<file path="config.mk">
export PLATFORM = sky130hd
export DESIGN_NAME = mtx_frame_tx
export DESIGN_NICKNAME = d
export VERILOG_FILES = /design/src/rtl/mtx_pkg.sv /design/src/rtl/mtx_tick_gen.sv /design/src/rtl/mtx_cfg_sel.sv /design/src/rtl/mtx_bit_enc.sv /design/src/rtl/mtx_frame_seq.sv /design/src/rtl/mtx_frame_tx.sv
export SDC_FILE = /design/constraint.sdc
export NUM_CORES = 1
export LEC_CHECK = 0
export BUFFER_PORTS_ARGS = -buffer_cell sky130_fd_sc_hd__buf_4
export CORE_MARGIN = 5
export CORE_UTILIZATION = 47
export CTS_CLUSTER_SIZE = 16
export DETAILED_ROUTE_END_ITERATION = 8
export PLACE_DENSITY = 0.7
export SETUP_SLACK_MARGIN = 0.15
export SLEW_MARGIN = 10
export SYNTH_ARGS = -nofsm -noshare
export SYNTH_HDL_FRONTEND = slang
export SYNTH_SLANG_ARGS = --single-unit
</file>
<file path="constraint.sdc">
create_clock -name clk -period 10.5 [get_ports clk]
set_input_delay 2.1 -clock clk [delete_from_list [all_inputs] [get_ports clk]]
set_output_delay 2.1 -clock clk [all_outputs]
set_load 0.02 [all_outputs]
</file>
<file path="src/rtl/mtx_pkg.sv">
package mtx_pkg;
  typedef enum logic [1:0] {
    MODE_OFF  = 2'd0,
    MODE_A    = 2'd1,
    MODE_B    = 2'd2,
    MODE_USER = 2'd3
  } mtx_mode_e;

  localparam int A_PRE_COUNT = 5;
  localparam int A_FRM_TOTAL = 30;
  localparam int B_PRE_COUNT = 4;
  localparam int B_FRM_TOTAL = 64;
  localparam logic [7:0] B_PATTERN = 8'h7E;
endpackage

</file>
<file path="src/rtl/mtx_tick_gen.sv">
module mtx_tick_gen #(
  parameter int DIVW = 12
) (
  input  logic            clk,
  input  logic            rst_n,
  input  logic [DIVW-1:0] div,
  output logic            tick
);
  logic [DIVW-1:0] cnt_q, cnt_d;

  always_comb begin
    tick  = (cnt_q == div);
    cnt_d = tick ? '0 : cnt_q + 1'b1;
  end

  always_ff @(posedge clk or negedge rst_n) begin
    if (!rst_n) cnt_q <= '0;
    else        cnt_q <= cnt_d;
  end
endmodule

</file>
<file path="src/rtl/mtx_cfg_sel.sv">
module mtx_cfg_sel
  import mtx_pkg::*;
#(
  parameter int DW   = 8,
  parameter int PREW = 5,
  parameter int FRMW = 8,
  localparam int CW  = FRMW + 1
) (
  input  logic [1:0]      mode,
  input  logic [DW-1:0]   pre_byte,
  input  logic [PREW-1:0] pre_num,
  input  logic [FRMW-1:0] frm_num,
  output logic            enabled,
  output logic [DW-1:0]   eff_byte,
  output logic [CW-1:0]   eff_pre,
  output logic [CW-1:0]   eff_total
);
  mtx_mode_e sel;

  always_comb begin
    sel       = mtx_mode_e'(mode);
    enabled   = (sel != MODE_OFF);
    eff_byte  = pre_byte;
    eff_pre   = (pre_num == '0) ? CW'(2 ** PREW) : CW'(pre_num);
    eff_total = (frm_num == '0) ? CW'(2 ** FRMW) : CW'(frm_num);
    case (sel)
      MODE_A: begin
        eff_pre   = CW'(A_PRE_COUNT);
        eff_total = CW'(A_FRM_TOTAL);
      end
      MODE_B: begin
        eff_byte  = DW'(B_PATTERN);
        eff_pre   = CW'(B_PRE_COUNT);
        eff_total = CW'(B_FRM_TOTAL);
      end
      default: ;
    endcase
  end
endmodule

</file>
<file path="src/rtl/mtx_bit_enc.sv">
module mtx_bit_enc #(
  parameter int DW   = 8,
  localparam int BIW = $clog2(DW)
) (
  input  logic [DW-1:0]  byte_val,
  input  logic [BIW-1:0] bit_idx,
  input  logic           lsb_first,
  input  logic           first_half,
  input  logic           active,
  input  logic           enc_sel,
  input  logic           idle_lvl,
  input  logic           inv,
  output logic           line
);
  logic [DW-1:0] byte_rev;
  logic          data_bit;
  logic          lead_lvl;

  for (genvar i = 0; i < DW; i++) begin : g_rev
    assign byte_rev[i] = byte_val[DW-1-i];
  end

  always_comb begin
    data_bit = lsb_first ? byte_val[bit_idx] : byte_rev[bit_idx];
    lead_lvl = data_bit ^ enc_sel;
    if (active) line = (first_half ? lead_lvl : ~lead_lvl) ^ inv;
    else        line = idle_lvl ^ inv;
  end
endmodule

</file>
<file path="src/rtl/mtx_frame_seq.sv">
module mtx_frame_seq #(
  parameter int DW   = 8,
  parameter int BTW  = 8,
  parameter int CW   = 9,
  localparam int BIW = $clog2(DW)
) (
  input  logic           clk,
  input  logic           rst_n,
  input  logic           tick,
  input  logic           start,
  input  logic           enabled,
  input  logic [BTW-1:0] bit_ticks,
  input  logic [DW-1:0]  eff_byte,
  input  logic [CW-1:0]  eff_pre,
  input  logic [CW-1:0]  eff_total,
  input  logic [DW-1:0]  s_data,
  input  logic           s_valid,
  input  logic           done_clr,
  input  logic           under_clr,
  output logic           s_ready,
  output logic           busy,
  output logic           active,
  output logic [DW-1:0]  byte_val,
  output logic [BIW-1:0] bit_idx,
  output logic           first_half,
  output logic           done,
  output logic           under
);
  logic           busy_q, busy_d, arm_q, arm_d;
  logic [DW-1:0]  byte_q, byte_d;
  logic [BIW-1:0] bit_q, bit_d;
  logic [BTW-1:0] ph_q, ph_d;
  logic [CW-1:0]  cnt_q, cnt_d;
  logic           done_q, done_d, under_q, under_d;
  logic           step_en, bit_bnd, byte_bnd, frame_end, fetch, is_pay;
  logic           start_ok, underrun;

  always_comb begin
    start_ok  = !busy_q && start && enabled;
    step_en   = busy_q && tick;
    bit_bnd   = step_en && (arm_q || (ph_q == (bit_ticks - BTW'(1))));
    byte_bnd  = bit_bnd && (arm_q || (bit_q == BIW'(DW - 1)));
    frame_end = byte_bnd && (cnt_q == eff_total);
    fetch     = byte_bnd && !frame_end;
    is_pay    = (cnt_q >= eff_pre);
    s_ready   = fetch && is_pay;
    underrun  = s_ready && !s_valid;

    busy_d = busy_q;
    arm_d  = arm_q;
    byte_d = byte_q;
    bit_d  = bit_q;
    ph_d   = ph_q;
    cnt_d  = cnt_q;
    if (start_ok) begin
      busy_d = 1'b1;
      arm_d  = 1'b1;
      cnt_d  = '0;
    end else if (step_en) begin
      if (frame_end || underrun) begin
        busy_d = 1'b0;
        arm_d  = 1'b0;
      end else if (fetch) begin
        byte_d = is_pay ? s_data : eff_byte;
        bit_d  = '0;
        ph_d   = '0;
        cnt_d  = cnt_q + 1'b1;
        arm_d  = 1'b0;
      end else if (bit_bnd) begin
        bit_d = bit_q + 1'b1;
        ph_d  = '0;
      end else begin
        ph_d = ph_q + 1'b1;
      end
    end

    if (frame_end)                  done_d = 1'b1;
    else if (start_ok || done_clr)  done_d = 1'b0;
    else                            done_d = done_q;

    if (underrun)       under_d = 1'b1;
    else if (under_clr) under_d = 1'b0;
    else                under_d = under_q;
  end

  always_ff @(posedge clk or negedge rst_n) begin
    if (!rst_n) begin
      busy_q <= 1'b0;
      arm_q  <= 1'b0;
      byte_q <= '0;
      bit_q  <= '0;
      ph_q   <= '0;
      cnt_q  <= '0;
    end else if (start_ok || step_en) begin
      busy_q <= busy_d;
      arm_q  <= arm_d;
      byte_q <= byte_d;
      bit_q  <= bit_d;
      ph_q   <= ph_d;
      cnt_q  <= cnt_d;
    end
  end

  always_ff @(posedge clk or negedge rst_n) begin
    if (!rst_n) begin
      done_q  <= 1'b0;
      under_q <= 1'b0;
    end else begin
      done_q  <= done_d;
      under_q <= under_d;
    end
  end

  assign busy       = busy_q;
  assign active     = busy_q && !arm_q;
  assign byte_val   = byte_q;
  assign bit_idx    = bit_q;
  assign first_half = (ph_q < (bit_ticks >> 1));
  assign done       = done_q;
  assign under      = under_q;
endmodule

</file>
<file path="src/rtl/mtx_frame_tx.sv">
module mtx_frame_tx #(
  parameter int DW   = 8,
  parameter int PREW = 5,
  parameter int FRMW = 8,
  parameter int DIVW = 12,
  parameter int BTW  = 8,
  localparam int CW  = FRMW + 1,
  localparam int BIW = $clog2(DW)
) (
  input  logic            clk,
  input  logic            rst_n,
  input  logic [1:0]      cfg_mode,
  input  logic            cfg_enc_sel,
  input  logic            cfg_lsb_first,
  input  logic            cfg_tx_inv,
  input  logic [DW-1:0]   cfg_idle_pat,
  input  logic [DW-1:0]   cfg_pre_byte,
  input  logic [PREW-1:0] cfg_pre_num,
  input  logic [FRMW-1:0] cfg_frm_num,
  input  logic [DIVW-1:0] cfg_ref_div,
  input  logic [BTW-1:0]  cfg_bit_ticks,
  input  logic            tx_start,
  input  logic            done_clr,
  input  logic            under_clr,
  input  logic [DW-1:0]   s_data,
  input  logic            s_valid,
  output logic            s_ready,
  output logic            line_out,
  output logic            busy,
  output logic            done_flag,
  output logic            under_flag
);
  logic           tick, enabled, active, first_half;
  logic [DW-1:0]  eff_byte, byte_val;
  logic [CW-1:0]  eff_pre, eff_total;
  logic [BIW-1:0] bit_idx;

  mtx_tick_gen #(.DIVW(DIVW)) u_tick (
    .clk(clk), .rst_n(rst_n), .div(cfg_ref_div), .tick(tick)
  );

  mtx_cfg_sel #(.DW(DW), .PREW(PREW), .FRMW(FRMW)) u_cfg (
    .mode(cfg_mode), .pre_byte(cfg_pre_byte), .pre_num(cfg_pre_num),
    .frm_num(cfg_frm_num), .enabled(enabled), .eff_byte(eff_byte),
    .eff_pre(eff_pre), .eff_total(eff_total)
  );

  mtx_frame_seq #(.DW(DW), .BTW(BTW), .CW(CW)) u_seq (
    .clk(clk), .rst_n(rst_n), .tick(tick), .start(tx_start),
    .enabled(enabled), .bit_ticks(cfg_bit_ticks), .eff_byte(eff_byte),
    .eff_pre(eff_pre), .eff_total(eff_total), .s_data(s_data),
    .s_valid(s_valid), .done_clr(done_clr), .under_clr(under_clr),
    .s_ready(s_ready), .busy(busy), .active(active), .byte_val(byte_val),
    .bit_idx(bit_idx), .first_half(first_half), .done(done_flag),
    .under(under_flag)
  );

  mtx_bit_enc #(.DW(DW)) u_enc (
    .byte_val(byte_val), .bit_idx(bit_idx), .lsb_first(cfg_lsb_first),
    .first_half(first_half), .active(active), .enc_sel(cfg_enc_sel),
    .idle_lvl(cfg_idle_pat[DW-1]), .inv(cfg_tx_inv), .line(line_out)
  );
endmodule

</file>
# --- Word level (Yosys, flattened, before mapping) ---
# Cells that the tools add are included.
word_totals:
  regBits: 44
  in_bits: 68
  output_inout_bits: 5
  word_cells: 98
classes:
  add_sub_neg: 5
  order_cmp: 3
  eq_ne: 7
  muxes: 33
  n_bitwise: 6
  reduce_logical: 35
ops:
  columns: ["operator", "n"]
  rows:
  - ["9-bit 2-to-1 mux", 5]
  - ["9-bit case mux with 2 select lines", 2]
  - ["8-bit 2-to-1 mux", 4]
  - ["1-bit 2-to-1 mux", 16]
  - ["2-bit nonzero test", 7]
  - ["12-bit by 1-bit adder with 12-bit output (second input constant)", 1]
  - ["12-bit equality test", 1]
  - ["12-bit 2-to-1 mux", 1]
  - ["1-bit logical AND", 10]
  - ["5-bit AND reduction", 2]
  - ["9-bit by 1-bit adder with 9-bit output (second input constant)", 1]
  - ["9-bit equality test", 1]
  - ["9-bit >= comparator", 1]
  - ["8-bit by 1-bit adder with 8-bit output (second input constant)", 1]
  - ["8-bit equality test", 1]
  - ["8-bit zero test", 1]
  - ["8-bit by 7-bit < comparator with 1-bit output", 1]
  - ["4-bit AND reduction", 2]
  - ["8-bit by 1-bit subtractor with 8-bit output (second input constant)", 1]
  - ["1-bit binary-select mux with 3-bit select", 2]
  - ["3-bit 2-to-1 mux", 2]
  - ["6-bit 2-to-1 mux", 1]
  - ["3-bit AND reduction", 2]
  - ["5-bit zero test", 1]
  - ["other kinds (11)", 22]

# --- Depth between registers and ports, before layout ---
# Gate-level depths: netlist of run 1.
depth:
  ltp_word: 14
  ltp_mapped: 15
  ltp_nobuf: 12

# --- Hierarchy ---
# A second synthesis of run 1 with hierarchy kept.
hier_totals:
  hier_cells: 406
  hier_area_um2: 3684.8
modules_own_cells:
  columns: ["module", "n_inst", "cells_each", "area_each_um2", "seq_area_each_um2"]
  rows:
  - ["mtx_frame_seq", 1, 266, 2473.6, 800.8]
  - ["mtx_tick_gen", 1, 72, 737.0, 300.3]
  - ["mtx_cfg_sel", 1, 43, 264.0, 0.0]
  - ["mtx_bit_enc", 1, 25, 210.2, 0.0]

# --- Worst setup path after synthesis of run 1 ---
# No wires, ideal clock.
synth_path:
  path_kind: "input-to-output"
  startpoint: "input port cfg_mode[0]"
  endpoint: "output port s_ready"
  arrival_ns: 4.335
  required_ns: 8.400
  slack_ns: 4.065
  path_stages: 10
  path_buffers: 1
  path_cell_list: "inv_1 ha_1 clkbuf_1 mux2_2 ha_1 nor4bb_1 o31ai_1 a21oi_1 o21ai_1 a21oi_1"
synth_via:
  elab_chain_len: 7
  word_cells_on_any_way: 10
  classes_between: "order compare (1); eq/ne (3); mux (2); reduce/logical (4)"
synth_rtl:
  columns: ["element", "line_no", "rtl"]
  rows:
  - ["start, declared", "mtx_frame_tx.sv:12", "input logic [1:0] cfg_mode,"]
  - ["parallel branches: the longest is 6 deep, another holds 9-bit >= comparator", null, null]
  - ["1-bit logical AND (*)", "mtx_frame_seq.sv:46", "s_ready = fetch && is_pay;"]
  - ["end, declared", "mtx_frame_tx.sv:27", "output logic s_ready,"]
# Every way passes the cells marked *.

# --- Final worst setup path of run 1 ---
# Ends and elaborated chain as after synthesis.

==> results of run 1 <==
where the power goes:
group	switching, mW	internal (mW)	total [mW]	leakage, nW
Sequential	0.0181	0.183	0.201	0.585
Combinational	0.0404	0.0489	0.0892	1.20
Clock	0.0591	0.0778	0.137	0.0614
worst max-delay path by stage:
stage,endpoint,slack (ps),cells past startpoint
after floorplan,s_ready,4070,10
after global placement,s_ready,3790,11
after detailed placement,s_ready,3750,11
after CTS,s_ready,3750,11
after global routing,s_ready,3530,11
final,s_ready,3750,11
area by class of cell:
cell class | instances | area [µm²] | area share, %
multi-input combinational | 293 | 2110 | 52.1
sequential | 44 | 1100 | 27.2
timing repair buffer | 66 | 495 | 12.2
tap | 99 | 124 | 3.06
inverter | 25 | 93.8 | 2.32
clock buffer | 6 | 82.6 | 2.04
clock inverter | 2 | 38.8 | 0.959
cells by family (layout without fill, tap and decap cells):
family                     count (synthesis)  count (layout)  share of synthesized area, %
adders and majority gates                 21              21                          7.74
AOI/OAI and AO/OA                         91              91                          18.9
muxes                                     11              11                          5.16
DFF                                       44              44                          32.4
xor gates and xnor gates                  37              37                          9.55
and+or+nand+nor                          133             133                          20.8
buffers and inverters                     39              99                          5.38
through the flow:
| step | cells | utilization (%) |
|---|---|---|
| after floorplan | 376 | - |
| final | 535 | 56.7 |
| after global placement | 527 | 55.0 |
| after global routing | 535 | 56.7 |
| after detailed placement | 527 | 55.0 |
| after CTS | 535 | 56.7 |
synthesized netlist by cell type, drive strengths merged, types with 5 or more instances:
library cell and instances:
xor2 14, buf 7, nand3 17, o21ai 19, and3 7, or3 7, clkbuf 7, a211oi 5
nor2b 7, nand2b 5, mux4 5, xnor2 23, inv 25, nor2 21, ha 21, dfrtp 44
a21oi 23, or4 6, nand2 30, nand4 7, o31ai 12, nor3 11, nor4 6
registers in the layout (all words and copies together) (netlist names):
name            cells
u_seq.done          1
u_seq.busy          1
u_seq.under         1
u_seq.arm_q         1
u_seq.cnt_q         9
u_seq.ph_q          8
u_seq.bit_idx       3
u_tick.cnt_q       12
u_seq.byte_val      8
worst max-delay path: cells and delay by family:
family          cells  cell delay, ps
compound gates      4            1040
buf+inv             3             310
mux                 1             370
simple gates        1             140
fa+ha+maj           2             680
routing by layer:
layer  global-route usage, %  part of all wire, %  vias to the layer above
li1                        -                    -                     1494
met1                    24.5                   44                     1450
met2                    33.2                   50                       75
met3                    3.03                  4.6                        8
met4                    5.65                  1.3                        0
met5                       0                    0                        -
==> impl_results.md, run 1 <==
* Worst path slowest cell: o21ai_1
* GRT Util Overall at 19.1%
* Register-to-Register Path Depth at 9
* Antenna Nets Post-Route at 0
* CP Max Fanout at 8
* Status: completed
* Final Instance Area at 4050 µm²
* Avg WL per Cell at 15.0 µm
* MaxCap Viol Count at 0
* Core area at 7140 µm²
* Worst EP required at 8400 ps
* PortBufs at 65
* Worst slew pin tran at 883 ps
* Number of flops mapped to enable cells by yosys at 0
* FILL cells at 676
* Final #Nets at 524
* Routed vias at 3027
* FFs w/ async S/R, synth at 100%
* Hold slack at 508 ps
* Critical path class: input port to primary output
* Worst Hold End: u_seq.byte_val[3]
* Slew HR at 41.1%
* Cells after synthesis at 376
* Clock buffer depth at 2
* Yosys top cell area share at 32.4%
* Clock root buffer: clkbuf_8
* Yosys cell types at 60
* DRC errors left at 0
* Initial antenna violation count at 0
* Commonest non-fill, non-tap cells in the layout: 66 x buf_4, 44 x dfrtp_1, 30 x nand2_1, 25 x inv_1
* Worst r2r dst: u_seq.cnt_q[4]
* # H-tree levels at 2
* Setup Viol. Count Final at 0
* Crit path cell chain: buf_4 -> inv_1 -> ha_1 -> mux2_2 -> ha_1 -> nor4bb_1 -> o31ai_1 -> a21oi_1 -> o21ai_1 -> a21oi_1 -> buf_4
* DPL Wire Length at 6250 µm
* Max Freq at 148 MHz
* Cell Area, Placed at 3920 µm²
* Post-layout min period at 6750 ps
* Post-place setup slack at 3750 ps
* Setup Buffers After CTS at 0
* Crit start category: input port
* Clk_skew at 3.60 ps
* Max Slew Vio Count at 0
* Max IR drop VDD at 0.0000617 V
* Hold Path Origin: u_seq.byte_val[3]
* Clk slew on worst S/H paths at 80 ps
* Post-CTS sizing at 0
* R2R setup slack at 7140 ps
* Worst EP arrival at 4650 ps
* Final period util at 64.3%
* P_leak at 1.84 nW
* Hold Path Class: flip-flop to flip-flop
* CP peak stage delay at 480 ps
* Synth area leader: dfrtp_1
* Tot Pwr at 0.427 mW
* 1st-iter DRT viols at 129
* CP startpoint: cfg_mode[0]
* Largest cells by area after synthesis: dfrtp_1 32%, ha_1 7.7%, xnor2_1 5.9%
* Routed vias/inst at 5.66
* Final Hold Fails at 0
* Synthesized Nets at 465
* Setup_tns at 0 ps
* First-pass GRT wire length at 13800 µm
* Die area at 9020 µm²
* # IOs at 73
* # hold bufs at CTS at 0
* Sequential area share after synthesis at 32.4%
* Share of layout cells above drive strength 1 at 21.8%
* Die Ht at 95.0 µm
* Synthesized area at 3390 µm²
* Initial Util at 47.5%
* FF+latch count, synth at 44
* RR Startpoint: u_seq.cnt_q[0]
* Final wirelength at 8010 µm
* GPL Wtd Cong at 0.824
* Worst setup EP type: primary output
* Area grow syn2layout at 19.2%
* RSZ-0062 raised after global routing: false
* Top_reg_cell synth: dfrtp_1
* Commonest non-fill, non-tap cell in the layout: buf_4
* Hold path depth at 2
* PnR worst setup slack at 3750 ps
* Total congestion overflow at 0
* Diode count at 0
* CTS Sinks at 44
* Die width at 95.0 µm
* TritonCTS buffer count at 5
* CTS tree: done
* Number of global-route vias before repair at 3060
* Average size of a mapped cell at 9.02 µm²
* Pwr/cell area at 106 nW/µm²
* Largest net degree at the start of global routing at 45
* Synth warn at 0
* Worst skew pair latency at 290 ps
* First-pass iteration count of the detailed router at 6
* Rows at 31
No activity file was read; power rests on OpenSTA's default activity.
==> run 2: changes to the inputs <==
Clock period 10.5 ns to 7.1 ns, I/O delays scaled along.
==> run 2 against run 1 <==
  * Utilization unchanged
  * Routed wire length down 0.96%
  * Non-clock buffer count unchanged
  * Sequential power increased by 48%
  * Sequential share of layout area unchanged
  * First-iteration DRC count up 18%
  * Sequential cell count stayed put
  * Critical path depth did not move
  * Global-route usage is 0.21 points lower
  * Die area unchanged
  * Critical path type unchanged
  * Highest routed layer unchanged
==> impl_results.md, run 2 (synthesis gave the netlist of run 1 again) <==
* Status: completed
* GRT Util Overall at 18.9% (-0.21 points)
* Clock buffer depth at 2 (unchanged)
* Die width at 95.0 µm (unchanged)
* Placed Cells at 527 (unchanged)
* 1st-iter DRT viols at 152 (+18%)
* Hold path depth at 2 (unchanged)
* Worst skew pair latency at 300 ps (about the same)
* Post-layout min period at 5350 ps
* Clk slew on worst S/H paths at 90 ps (about the same)
* Crit path cell chain: buf_4 -> inv_1 -> ha_1 -> mux2_2 -> ha_1 -> nor4bb_1 -> o31ai_1 -> a21oi_1 -> o21ai_1 -> a21oi_1 -> buf_4
* Largest register FFs at 12 (unchanged)
* Worst setup EP type: primary output
* CTS Sinks at 44 (unchanged)
* TritonCTS buffer count at 5 (unchanged)
* GPL Wtd Cong at 0.829 (+0.53%)
* DRC errors left at 0 (unchanged)
* Slew HR at 40.3% (-0.85 points)
* Number of global-route vias before repair at 3033 (-0.88%)
* Biggest regs: u_tick.cnt_q: 12 flops, u_seq.cnt_q: 9 flops
* Rows at 31 (unchanged)
* # IOs at 73 (unchanged)
* Core area at 7140 µm² (unchanged)
* Setup_tns at 0 ps (unchanged)
* CTS tree: done
* Hold slack at 526 ps (+18.0 ps)
* Max IR drop VDD at 0.0000761 V (+23%)
* Die area at 9020 µm² (unchanged)
* Routed vias/inst at 5.59 (-1.3%)
* Die Ht at 95.0 µm (unchanged)
* Max Slew Vio Count at 0 (unchanged)
* DPL Wire Length at 6230 µm (-0.29%)
* Final Instance Area at 4050 µm² (unchanged)
* Worst Hold End: u_seq.byte_val[0]
* Hold Path Class: flip-flop to flip-flop
* # H-tree levels at 2 (unchanged)
* Crit start category: input port
* Worst EP required at 5680 ps (-2720 ps)
* Share of layout cells above drive strength 1 at 21.8% (unchanged)
* First-pass iteration count of the detailed router at 4 (-2)
* Routed vias at 2988 (-1.3%)
* RR Startpoint: u_seq.cnt_q[0]
* First-pass GRT wire length at 13800 µm (+0.30%)
* Area grow syn2layout at 19.2% (unchanged)
* RSZ-0062 raised after global routing: false
* Total congestion overflow at 0 (unchanged)
* Clock root buffer: clkbuf_8
* Non-filler cells in the finished layout at 535 (unchanged)
* Worst EP arrival at 3930 ps (-720 ps)
* Cell Area, Placed at 3920 µm² (unchanged)
* Pwr/cell area at 157 nW/µm² (+48%)
* Final wirelength at 7940 µm (-0.96%)
* Setup Viol. Count Final at 0 (unchanged)
* Commonest non-fill, non-tap cells in the layout: 66 x buf_4, 44 x dfrtp_1, 30 x nand2_1, 25 x inv_1
* CP peak stage delay at 460 ps (-20 ps)
* Hold Path Origin: u_seq.byte_val[0]
* Largest net degree at the start of global routing at 45 (unchanged)
* Clk_skew at 8.92 ps (+5.32 ps)
* Initial Util at 47.5% (unchanged)
* MaxCap Viol Count at 0 (unchanged)
* P_leak at 1.84 nW (unchanged)
* Worst r2r dst: u_seq.cnt_q[4]
* Final period util at 75.4%
* Setup Buffers After CTS at 0 (unchanged)
* Commonest non-fill, non-tap cell in the layout: buf_4
* Critical path class: input port to primary output
* FILL cells at 693 (+2.5%)
* Post-CTS sizing at 0 (unchanged)
* Worst slew pin tran at 896 ps (+12.8 ps)
* Final #Nets at 524 (unchanged)
* Avg WL per Cell at 14.8 µm (-0.96%)
* R2R setup slack at 3760 ps (-3380 ps)
* Diode count at 0 (unchanged)
* Max Freq at 187 MHz
* Worst path slowest cell: o21ai_1
* PortBufs at 65 (unchanged)
* # hold bufs at CTS at 0 (unchanged)
* Antenna Nets Post-Route at 0 (unchanged)
* Initial antenna violation count at 0 (unchanged)
* CP Max Fanout at 8 (unchanged)
* Register-to-Register Path Depth at 9 (unchanged)
* Reg with most FFs: u_tick.cnt_q
* Final Hold Fails at 0 (unchanged)
==> run 2: cell counts in the layout (fill, tap and decap cells not counted) <==
Identical to the previous run, type by type.
==> run 2: final cells by class <==
class | count | area (µm²) | area share (%)
Sequential cell | 44 | 1100 | 27.2
Clock inverter | 2 | 38.8 | 0.959
Multi-Input combinational cell | 293 | 2110 | 52.1
Inverter | 25 | 93.8 | 2.32
Tap cell | 99 | 124 | 3.06
Timing Repair Buffer | 66 | 495 | 12.2
Clock buffer | 6 | 82.6 | 2.04
==> run 2: worst max-delay path: cells and delay by family <==
kind | cells | cell delay (ps)
compound gates | 4 | 980
fa+ha+maj | 2 | 680
mux | 1 | 370
buf+inv | 3 | 320
simple gates | 1 | 140
==> run 2: where the power goes <==
| group | total, mW | switching (mW) | internal, mW |
|---|---|---|---|
| Sequential | 0.297 | 0.0273 | 0.270 |
| Combinational | 0.131 | 0.0591 | 0.0723 |
| Clock | 0.205 | 0.0895 | 0.115 |
==> run 2: stage by stage <==
step	util, %	worst slack (ps)	power (mW)
2_1_floorplan	-	2030	0.379
3_3_place_gp	55.0	1760	0.430
3_5_place_dp	55.0	1720	0.435
5_1_grt	56.7	1550	0.670
4_1_cts	56.7	1720	0.638
6_report	56.7	1750	0.633
==> run 2: worst max path at each step <==
| stage | start | to | slack [ps] |
|---|---|---|---|
| 2_1_floorplan | cfg_mode[0] | s_ready | 2030 |
| 3_3_place_gp | cfg_mode[0] | s_ready | 1760 |
| 3_5_place_dp | cfg_mode[0] | s_ready | 1720 |
| 4_1_cts | cfg_mode[0] | s_ready | 1720 |
| 5_1_grt | cfg_mode[0] | s_ready | 1550 |
| 6_report | cfg_mode[1] | s_ready | 1750 |
==> run 2: per-layer routing <==
metal  global-route usage (%)  routed length [µm]  vias to the layer above  share of wire, %
met5                        0                   0                        -                 0
li1                         -                   -                     1499                 -
met2                     32.6                3920                       69                49
met1                     24.6                3570                     1414                45
met3                     3.11                 369                        6               4.6
met4                     4.81                  73                        0              0.92
==> run 3: changes to the inputs <==
Settings changed: ABC_AREA set to 1, PLACE_DENSITY 0.7 to 0.69.
Clock period 7.1 ns to 5.15 ns, I/O delays scaled along.
==> run 3 against run 2 <==
  * Critical path depth up 2
  * Cell count up 37%
  * Global-route usage down 1.4 points
  * Routed wire length up 4.3%
  * Worst hold slack about the same
==> impl_results.md, run 3 <==
* R2R setup slack at 2480 ps (-1280 ps)
* FF+latch count, synth at 44 (unchanged)
* First-pass iteration count of the detailed router at 4 (unchanged)
* Final Hold Fails at 0 (unchanged)
* Multi-input gate area at 2350 µm² (+11%)
* Antenna Nets Post-Route at 0 (unchanged)
* # IOs at 73 (unchanged)
* CP startpoint: cfg_mode[0]
* Diode count at 0 (unchanged)
* RSZ-0062 raised after global routing: false
* CP Max Fanout at 18 (+10)
* Routed vias at 3572 (+20%)
* Cells after synthesis at 564 (+50%)
* Max Freq at 235 MHz
* Non-filler cells in the finished layout at 734 (+37%)
* First-pass GRT wire length at 15000 µm (+8.4%)
* P_leak at 2.31 nW (+25%)
* PortBufs at 65 (unchanged)
* Max IR drop VDD at 0.000242 V (+220%)
* Synth area leader: dfrtp_1
* Avg WL per Cell at 11.3 µm (-24%)
* Post-layout min period at 4260 ps
* Finished Core Util at 55.8% (-0.90 points)
* Largest cells by area after synthesis: dfrtp_1 28%, nand2_1 14%, inv_1 8.2%
* TritonCTS buffer count at 5 (unchanged)
* RR Startpoint: u_tick.cnt_q[9]
* Clock root buffer: clkbuf_8
* Post-place setup slack at 875 ps (-849 ps)
* Total congestion overflow at 0 (unchanged)
* Worst slew pin tran at 819 ps (-76.7 ps)
* MaxCap Viol Count at 0 (unchanged)
* Slew HR at 45.0% (+4.7 points)
* Die area at 10200 µm² (+13%)
* Final #Nets at 717 (+37%)
* Number of global-route vias before repair at 3566 (+18%)
* Setup_tns at 0 ps (unchanged)
* Die width at 101 µm (+6.4%)
* Pwr/cell area at 278 nW/µm² (+78%)
* Worst Hold End: u_seq.under
* Area grow syn2layout at 16.5%
* # H-tree levels at 2 (unchanged)
* Max Slew Vio Count at 0 (unchanged)
* Initial Util at 47.9% (+0.34 points)
* Met3 GRT Util at 2.42% (-0.69 points)
* Hold Path Origin: u_seq.under
* Top-count cell post-synth: nand2_1
* Commonest non-fill, non-tap cell in the layout: nand2_1
* Register-to-Register Path Depth at 12 (+3)
* Share of layout cells above drive strength 1 at 20.3% (-1.4 points)
* 1st-iter DRT viols at 83 (-45%)
* CTS Sinks at 44 (unchanged)
* Worst EP arrival at 3230 ps (-700 ps)
* Hold slack at 526 ps (+0.479 ps)
* Largest register FFs at 12 (unchanged)
* FFs w/ async S/R, synth at 100% (unchanged)
* Number of flops mapped to enable cells by yosys at 0 (unchanged)
* Yosys cell types at 42 (-30%)
* Post-CTS sizing at 0 (unchanged)
* GPL Wtd Cong at 0.805 (-2.8%)
* Critical path class: input port to primary output
* Top_reg_cell synth: dfrtp_1
* Crit start category: input port
* Status: completed
* Biggest regs: u_tick.cnt_q: 12 flops, u_seq.cnt_q: 9 flops
* Hold Path Class: flip-flop to flip-flop
* Worst EP required at 4120 ps (-1560 ps)
* Clock buffer depth at 2 (unchanged)
* Yosys top cell area share at 28.3% (-4.2 points)
* # hold bufs at CTS at 0 (unchanged)
* Die Ht at 101 µm (+6.4%)
* Initial antenna violation count at 0 (unchanged)
* Worst r2r dst: u_seq.cnt_q[4]
* PnR worst setup slack at 894 ps (-856 ps)
* Final period util at 82.6%
* Worst setup EP type: primary output
* Core area at 8130 µm² (+14%)
* Average size of a mapped cell at 6.91 µm² (-23%)
* Worst skew pair latency at 300 ps (about the same)
* Routed vias/inst at 4.87 (-13%)
* Clk_skew at 7.83 ps (-1.08 ps)
* FILL cells at 811 (+17%)
* Gr busiest metal: met2
* Synthesized Nets at 653 (+40%)
* Met2 usage at 31.0% (-1.6 points)
* GR Util met1 at 22.4% (-2.2 points)
* Setup Buffers After CTS at 0 (unchanged)
* Reg with most FFs: u_tick.cnt_q
* Hold path depth at 2 (unchanged)
* Sequential cell area at 1100 µm² (unchanged)
* Clk slew on worst S/H paths at 90 ps (about the same)
* Rows at 33 (+6.5%)
* CTS tree: done
* Synth warn at 0 (unchanged)
* DPL Wire Length at 6710 µm (+7.6%)
* GRT Util Overall at 17.5% (-1.4 points)
* Setup Viol. Count Final at 0 (unchanged)
* Synthesized area at 3890 µm² (+15%)
* Sequential area share after synthesis at 28.3% (-4.2 points)
* Top cells by count, synth: 145 x nand2_1, 85 x inv_1, 46 x nor2_1, 44 x dfrtp_1, 42 x nand3_1
* Final wirelength at 8280 µm (+4.3%)
* Largest net degree at the start of global routing at 45 (unchanged)
* DRC errors left at 0 (unchanged)
* Placed Cells at 726 (+38%)
* Commonest non-fill, non-tap cells in the layout: 145 x nand2_1, 85 x inv_1, 66 x buf_4, 46 x nor2_1, 44 x dfrtp_1
-- run 3: cell types whose count changed after synthesis, moves of 9 or more --
| cell | delta |
|---|---|
| nand2_1 | +115 |
| inv_1 | +60 |
| nand3_1 | +25 |
| nor2_1 | +25 |
| inv_2 | +12 |
| o31ai_1 | -12 |
| a21oi_1 | -10 |
| o21ai_0 | +10 |
| nand3_2 | +9 |
| o21ai_1 | +9 |
| xnor2_1 | -9 |
-- run 3: area by class of cell --
type / count / share of cell area, %
Multi-Input combinational cell: 412 / 51.7
Sequential cell: 44 / 24.3
Timing Repair Buffer: 66 / 10.9
Inverter: 99 / 8.25
Tap cell: 105 / 2.90
Clock buffer: 5 / 1.52
Clock inverter: 3 / 0.414
-- run 3: power by group --
| part | total [mW] | switching [mW] | internal [mW] |
|---|---|---|---|
| registers | 0.471 | 0.0723 | 0.399 |
| logic | 0.575 | 0.347 | 0.229 |
| clock network | 0.217 | 0.122 | 0.0947 |
-- run 3: worst max-delay path: stages --
cell and delay (ps):
buf_4 90, inv_1 50, ha_1 440, inv_4 140
nand3_1 110, ha_1 310, nor3b_1 260, nand3b_1 120
nand4_1 100, buf_4 230, nand4_1 140, inv_1 80
buf_4 130
-- run 3: worst max path at each step --
stage               cells after the start       to
floorplan                              11  s_ready
global placement                       13  s_ready
detailed placement                     13  s_ready
CTS                                    13  s_ready
global route                           13  s_ready
finish                                 13  s_ready
-- run 3: through the flow --
step | cell area, µm² | power [mW]
global placement | 4450 | 1.04
floorplan | 3890 | 0.895
global route | 4540 | 1.39
detailed placement | 4450 | 1.06
CTS | 4540 | 1.28
finish | 4540 | 1.26
-- run 3: layer usage --
layer	part of all wire, %	vias up	wire [µm]
met5	0	-	0
met4	1.3	0	108
met3	4.6	10	381
met2	48	78	3950
met1	46	1564	3840
li1	-	1920	-
-- run 3: cells by family after synthesis --
logic type	Yosys count	synth area share (%)
compound gates	67	9.96
fa+ha+maj	21	6.75
flops	44	28.3
buf+inv	108	11.5
simple gates	294	36.8
xor+xnor	30	6.75
